===== config.mk =====
export PLATFORM = sky130hd
export DESIGN_NAME = icap_channel
export DESIGN_NICKNAME = d
export VERILOG_FILES = /design/src/rtl/icap_pkg.sv /design/src/rtl/icap_sync.sv /design/src/rtl/icap_edge_fsm.sv /design/src/rtl/icap_latch.sv /design/src/rtl/icap_channel.sv
export SDC_FILE = /design/constraint.sdc
export NUM_CORES = 1
export LEC_CHECK = 0
export BUFFER_PORTS_ARGS = -buffer_cell sky130_fd_sc_hd__buf_2
export CELL_PAD_IN_SITES_DETAIL_PLACEMENT = 2
export CELL_PAD_IN_SITES_GLOBAL_PLACEMENT = 2
export CORE_MARGIN = 2
export CORE_UTILIZATION = 28
export DETAILED_ROUTE_END_ITERATION = 6
export PLACE_DENSITY_LB_ADDON = 0.08
export SYNTH_ARGS = -nofsm -noshare
export SYNTH_HDL_FRONTEND = slang
export SYNTH_HIERARCHICAL = 1
export SYNTH_SLANG_ARGS = --single-unit

===== constraint.sdc =====
create_clock -name clk -period 2 [get_ports clk]
set_input_delay 0.2 -clock clk [delete_from_list [all_inputs] [get_ports clk]]
set_output_delay 0.2 -clock clk [all_outputs]
set_load 0.02 [all_outputs]

===== src/rtl/icap_pkg.sv =====
package icap_pkg;
    typedef enum logic [1:0] {
        EDGE_OFF  = 2'b00,
        EDGE_RISE = 2'b01,
        EDGE_FALL = 2'b10,
        EDGE_BOTH = 2'b11
    } edge_mode_t;

    typedef enum logic {
        LVL_LOW  = 1'b0,
        LVL_HIGH = 1'b1
    } lvl_state_t;
endpackage


===== src/rtl/icap_sync.sv =====
module icap_sync #(
    parameter int STAGES = 2
) (
    input  logic clk,
    input  logic rst_n,
    input  logic pin_i,
    output logic lvl_o
);
    logic [STAGES-1:0] ff_q;

    for (genvar s = 0; s < STAGES; s++) begin : g_stage
        if (s == 0) begin : g_first
            always_ff @(posedge clk or negedge rst_n) begin
                if (!rst_n) ff_q[s] <= 1'b0;
                else        ff_q[s] <= pin_i;
            end
        end else begin : g_next
            always_ff @(posedge clk or negedge rst_n) begin
                if (!rst_n) ff_q[s] <= 1'b0;
                else        ff_q[s] <= ff_q[s-1];
            end
        end
    end

    assign lvl_o = ff_q[STAGES-1];
endmodule


===== src/rtl/icap_edge_fsm.sv =====
module icap_edge_fsm
    import icap_pkg::*;
(
    input  logic       clk,
    input  logic       rst_n,
    input  logic       lvl_i,
    input  edge_mode_t mode_i,
    output logic       stb_o
);
    lvl_state_t state_q, state_d;
    logic rise, fall;

    // State register
    always_ff @(posedge clk or negedge rst_n) begin
        if (!rst_n) state_q <= LVL_LOW;
        else        state_q <= state_d;
    end

    // Next state: follow the settled level whatever the mode
    always_comb begin
        state_d = state_q;
        unique case (state_q)
            LVL_LOW:  if (lvl_i)  state_d = LVL_HIGH;
            LVL_HIGH: if (!lvl_i) state_d = LVL_LOW;
        endcase
    end

    // Outputs
    always_comb begin
        rise = 1'b0;
        fall = 1'b0;
        unique case (state_q)
            LVL_LOW:  rise = lvl_i;
            LVL_HIGH: fall = !lvl_i;
        endcase
        unique case (mode_i)
            EDGE_OFF:  stb_o = 1'b0;
            EDGE_RISE: stb_o = rise;
            EDGE_FALL: stb_o = fall;
            EDGE_BOTH: stb_o = rise | fall;
        endcase
    end

    // a strobe is always accompanied by a change of tracked level
    p_stb_moves_state_r2: assert property (@(posedge clk) disable iff (!rst_n)
        stb_o |=> state_q != $past(state_q))
        else $error("strobe without level change");
endmodule


===== src/rtl/icap_latch.sv =====
module icap_latch #(
    parameter int W = 16
) (
    input  logic         clk,
    input  logic         rst_n,
    input  logic         stb_i,
    input  logic [W-1:0] cnt_i,
    input  logic         clr_i,
    output logic [W-1:0] val_q,
    output logic         flag_q
);
    always_ff @(posedge clk or negedge rst_n) begin
        if (!rst_n) begin
            val_q  <= '0;
            flag_q <= 1'b0;
        end else begin
            if (stb_i) val_q <= cnt_i;
            if (stb_i)      flag_q <= 1'b1;
            else if (clr_i) flag_q <= 1'b0;
        end
    end

    p_load_r6: assert property (@(posedge clk) disable iff (!rst_n)
        stb_i |=> val_q == $past(cnt_i))
        else $error("capture value wrong");
    p_hold_r11: assert property (@(posedge clk) disable iff (!rst_n)
        !stb_i |=> $stable(val_q))
        else $error("value moved without capture");
    p_clear_r8: assert property (@(posedge clk) disable iff (!rst_n)
        (clr_i && !stb_i) |=> !flag_q)
        else $error("flag not cleared");
    p_collide_r9: assert property (@(posedge clk) disable iff (!rst_n)
        stb_i |=> flag_q)
        else $error("capture lost its flag");
endmodule


===== src/rtl/icap_channel.sv =====
module icap_channel
    import icap_pkg::*;
#(
    parameter int CNT_W       = 16,
    parameter int SYNC_STAGES = 2
) (
    input  logic               clk,
    input  logic               rst_n,
    input  logic [CNT_W-1:0]   cnt_i,
    input  logic               pin_i,
    input  logic [1:0]         edge_sel_i,
    input  logic               irq_en_i,
    input  logic               flag_clr_i,
    output logic [CNT_W/2-1:0] cap_hi_o,
    output logic [CNT_W/2-1:0] cap_lo_o,
    output logic               flag_o,
    output logic               irq_o
);
    localparam int HALF_W = CNT_W / 2;

    logic             lvl;
    logic             cap_stb;
    logic [CNT_W-1:0] cap_val;

    icap_sync #(.STAGES(SYNC_STAGES)) u_sync (
        .clk   (clk),
        .rst_n (rst_n),
        .pin_i (pin_i),
        .lvl_o (lvl)
    );

    icap_edge_fsm u_fsm (
        .clk    (clk),
        .rst_n  (rst_n),
        .lvl_i  (lvl),
        .mode_i (edge_mode_t'(edge_sel_i)),
        .stb_o  (cap_stb)
    );

    icap_latch #(.W(CNT_W)) u_latch (
        .clk    (clk),
        .rst_n  (rst_n),
        .stb_i  (cap_stb),
        .cnt_i  (cnt_i),
        .clr_i  (flag_clr_i),
        .val_q  (cap_val),
        .flag_q (flag_o)
    );

    assign cap_hi_o = cap_val[CNT_W-1:HALF_W];
    assign cap_lo_o = cap_val[HALF_W-1:0];
    assign irq_o    = flag_o & irq_en_i;

    p_off_quiet_r5: assert property (@(posedge clk) disable iff (!rst_n)
        (edge_sel_i == 2'b00) |=> $stable({cap_hi_o, cap_lo_o}))
        else $error("capture while disabled");
    p_irq_gate_r10: assert property (@(posedge clk) disable iff (!rst_n)
        $rose(irq_o) |-> irq_en_i)
        else $error("request without enable");
endmodule


==> impl_metrics.ini <==
[timing]
drv_slew = 0
fin_skew_ps = 2.076
clock.fmax_mhz = 606.1
finalCritPeriodShare_pct = 82.50
slew_headroom_pct = 69.85
setup_viol = 0
fin_setup_tns_ps = 0
grt_setup_unrepaired = false
finalHoldViolations = 0
finalCriticalPeriod_ps = 1650
tightest_slew_ps = 452.3

[setup_path]
critPathKind = flip-flop to flip-flop
critical_path_required_ps = 2190
worstSetupPathDepth = 7
crit_arrival_ps = 1840
crit_path_end_kind = flip-flop
cp_cell_sequence = inv_1 -> ha_1 -> nor2b_1 -> o21ai_1 -> o21ai_2 -> buf_12 -> mux2_2
crit_family = flip-flops
crit_start = u_sync/lvl_o$_DFF_PN0_
reg2reg_from = u_sync/lvl_o$_DFF_PN0_
cp_slowest_stage_delay_ps = 390
crit_path_start_kind = flip-flop
crit_path_end = u_latch/val_q[1]$_DFFE_PN0P_
reg2regPathDepth = 7
crit_fanout = 17
critPathSlowestCell = dfrtp_1
rr_endpoint = u_latch/val_q[1]$_DFFE_PN0P_
reg2reg_slack_ps = 350
crit_buf_inv = 2

[clocking]
cts_sinks = 20
cts_root_buf = clkbuf_4
clk_latency_ps = 290
clock_path_buffers = 2
clk_pin_slew_worst_paths_ps = 110
postCtsSetupRepairBufs = 0
cts_made_buffers = 3
tritoncts = done
h-tree-depth = 1

[floorplan]
die_height_um = 58.23
start_util_pct = 29.60
pin_count = 41
placement_rows = 19
die_x_um = 58.23
dieArea_um2 = 3390
coreArea_um2 = 2781

[route]
drt-total-wl_um = 1749
drt_iter0_markers = 2
antenna_left = 0
avgRoutedWirePerCell_um = 13.88
dr_total_vias = 546
vias_per_cell = 4.333
first_pass_iters = 4
drc_errors = 0

[min_path]
min_path_type = input pin to flip-flop

[synthesis]
ys_seq_area_share_pct = 60.79
netlist_area_um2 = 823.3
synth-seq-cells = 20
synth_top_area_share_pct = 60.79
synthTopCellsByArea = dfrtp_1 (61%), mux2_4 (16%), mux2_2 (9.6%), ha_1 (3.0%), buf_12 (2.4%)
syn_avg_cell_area_um2 = 16.47
syn_inst = 50
ys_types = 12
synth_top_cell_by_area = dfrtp_1
synthesis.nets = 75
synth_warnings = 6

[outcome]
status = completed

[placement]
gp_congestion = 0.6913
numPortBuffers = 40
postPlaceCellArea_um2 = 1055
hpwlAfterDp_um = 1349

[power_and_ir_drop]
power_density_nw_per_um2 = 1063
irDropWorstVdd_mv = 0.4699
leakage_nw = 0.5828
power.total_w = 0.001199

[final_layout]
antenna_cells = 0
nets = 121
syn_to_final_growth_pct = 36.93
final_area_um2 = 1127
drive_gt1_share_pct = 66.32

[grt]
overflow = 0
grt_pass1_wl_um = 2980
antenna_found_initial = 0
grt_pass1_vias = 612
grt_max_degree = 21
grt_usage_pct = 11.81

[job]
drv_cap = 0
[kinds of logic (layout without fill, tap and decap cells)]
family | count (synthesis) | after routing | synth area share, %
AO/OA/AOI/OAI | 3 | 3 | 2.280
adder cells (fa/ha/maj) | 2 | 2 | 3.039
buffers and inverters | 5 | 50 | 5.167
flip-flops | 20 | 20 | 60.79
multiplexers | 16 | 16 | 25.99
AND/OR/NAND/NOR | 4 | 4 | 2.735
[cells in the mapped netlist]
cell,number
a21o_2,1
and2_1,1
buf_12,1
buf_6,1
dfrtp_1,20
ha_1,2
inv_1,3
mux2_2,7
mux2_4,9
nand2_1,1
nor2b_1,2
o21ai_1,2
[registers in the layout (all words and copies together), names as in the netlist]
register and flops:
u_sync/lvl_o 1, u_latch/flag_q 1, u_latch/val_q 16, u_fsm/state_q 1, u_sync/ff_q 1
[per-stage QoR]
stage	worst slack [ps]	instances	hold WS (ps)	utilization (%)
global route	230.5	126	94.78	40.53
finish	350.0	126	126.3	40.53
global placement	409.2	120	177.5	37.92
detailed placement	354.2	120	171.2	37.92
floorplan	397.3	50	-95.59	-
CTS	350.2	126	106.0	40.53
[worst min-delay path by stage]
stage             start                            to  cells after the start
2_1_floorplan     rst_n       u_fsm/state_q$_DFF_PN0_                      0
3_3_place_gp      rst_n    u_latch/flag_q$_DFFE_PN0P_                      1
3_5_place_dp      rst_n  u_latch/val_q[5]$_DFFE_PN0P_                      1
4_1_cts        cnt_i[4]  u_latch/val_q[4]$_DFFE_PN0P_                      2
5_1_grt        cnt_i[6]  u_latch/val_q[6]$_DFFE_PN0P_                      2
6_report       cnt_i[4]  u_latch/val_q[4]$_DFFE_PN0P_                      2
[final cells by class]
| cell class | count | area (µm²) |
|---|---|---|
| sequential | 20 | 500.5 |
| inverter | 3 | 11.26 |
| clock inverter | 1 | 30.03 |
| fill | 292 | 1654 |
| tap | 31 | 38.79 |
| multi-input combinational | 25 | 284.0 |
| clock buffer | 3 | 22.52 |
| timing repair buffer | 43 | 240.2 |
[metal layers]
layer | vias up | routed length, µm | global-route usage [%] | share of wire [%]
met5 | - | 0 | 0 | 0
met4 | 0 | 0 | 3.987 | 0
met3 | 0 | 125 | 2.455 | 7.1
met2 | 25 | 867 | 18.18 | 50
met1 | 265 | 756 | 16.60 | 43
li1 | 256 | - | - | -
[placed cells by master (no fill, tap or decap), drive strengths merged]
cell and n:
bufinv 1, o21ai 2, inv 3, nand2 1
buf 41, clkbuf 3, a21o 1, ha 2
nor2b 2, mux2 16, and2 1, dfrtp 20
dlygate4sd3 2
[power breakdown]
group          switching, W  total, W  internal, W
clock network      0.000123  0.000325     0.000202
logic              0.000182  0.000350     0.000167
registers         0.0000411  0.000524     0.000483
total              0.000346   0.00120     0.000852
[what timing repair did]
item                      4_1_cts  5_1_grt
hold endpoints to repair       21        0
resized for setup               0        0
hold buffers                    2        0
Note: power is estimated with default switching activity, not from simulation.
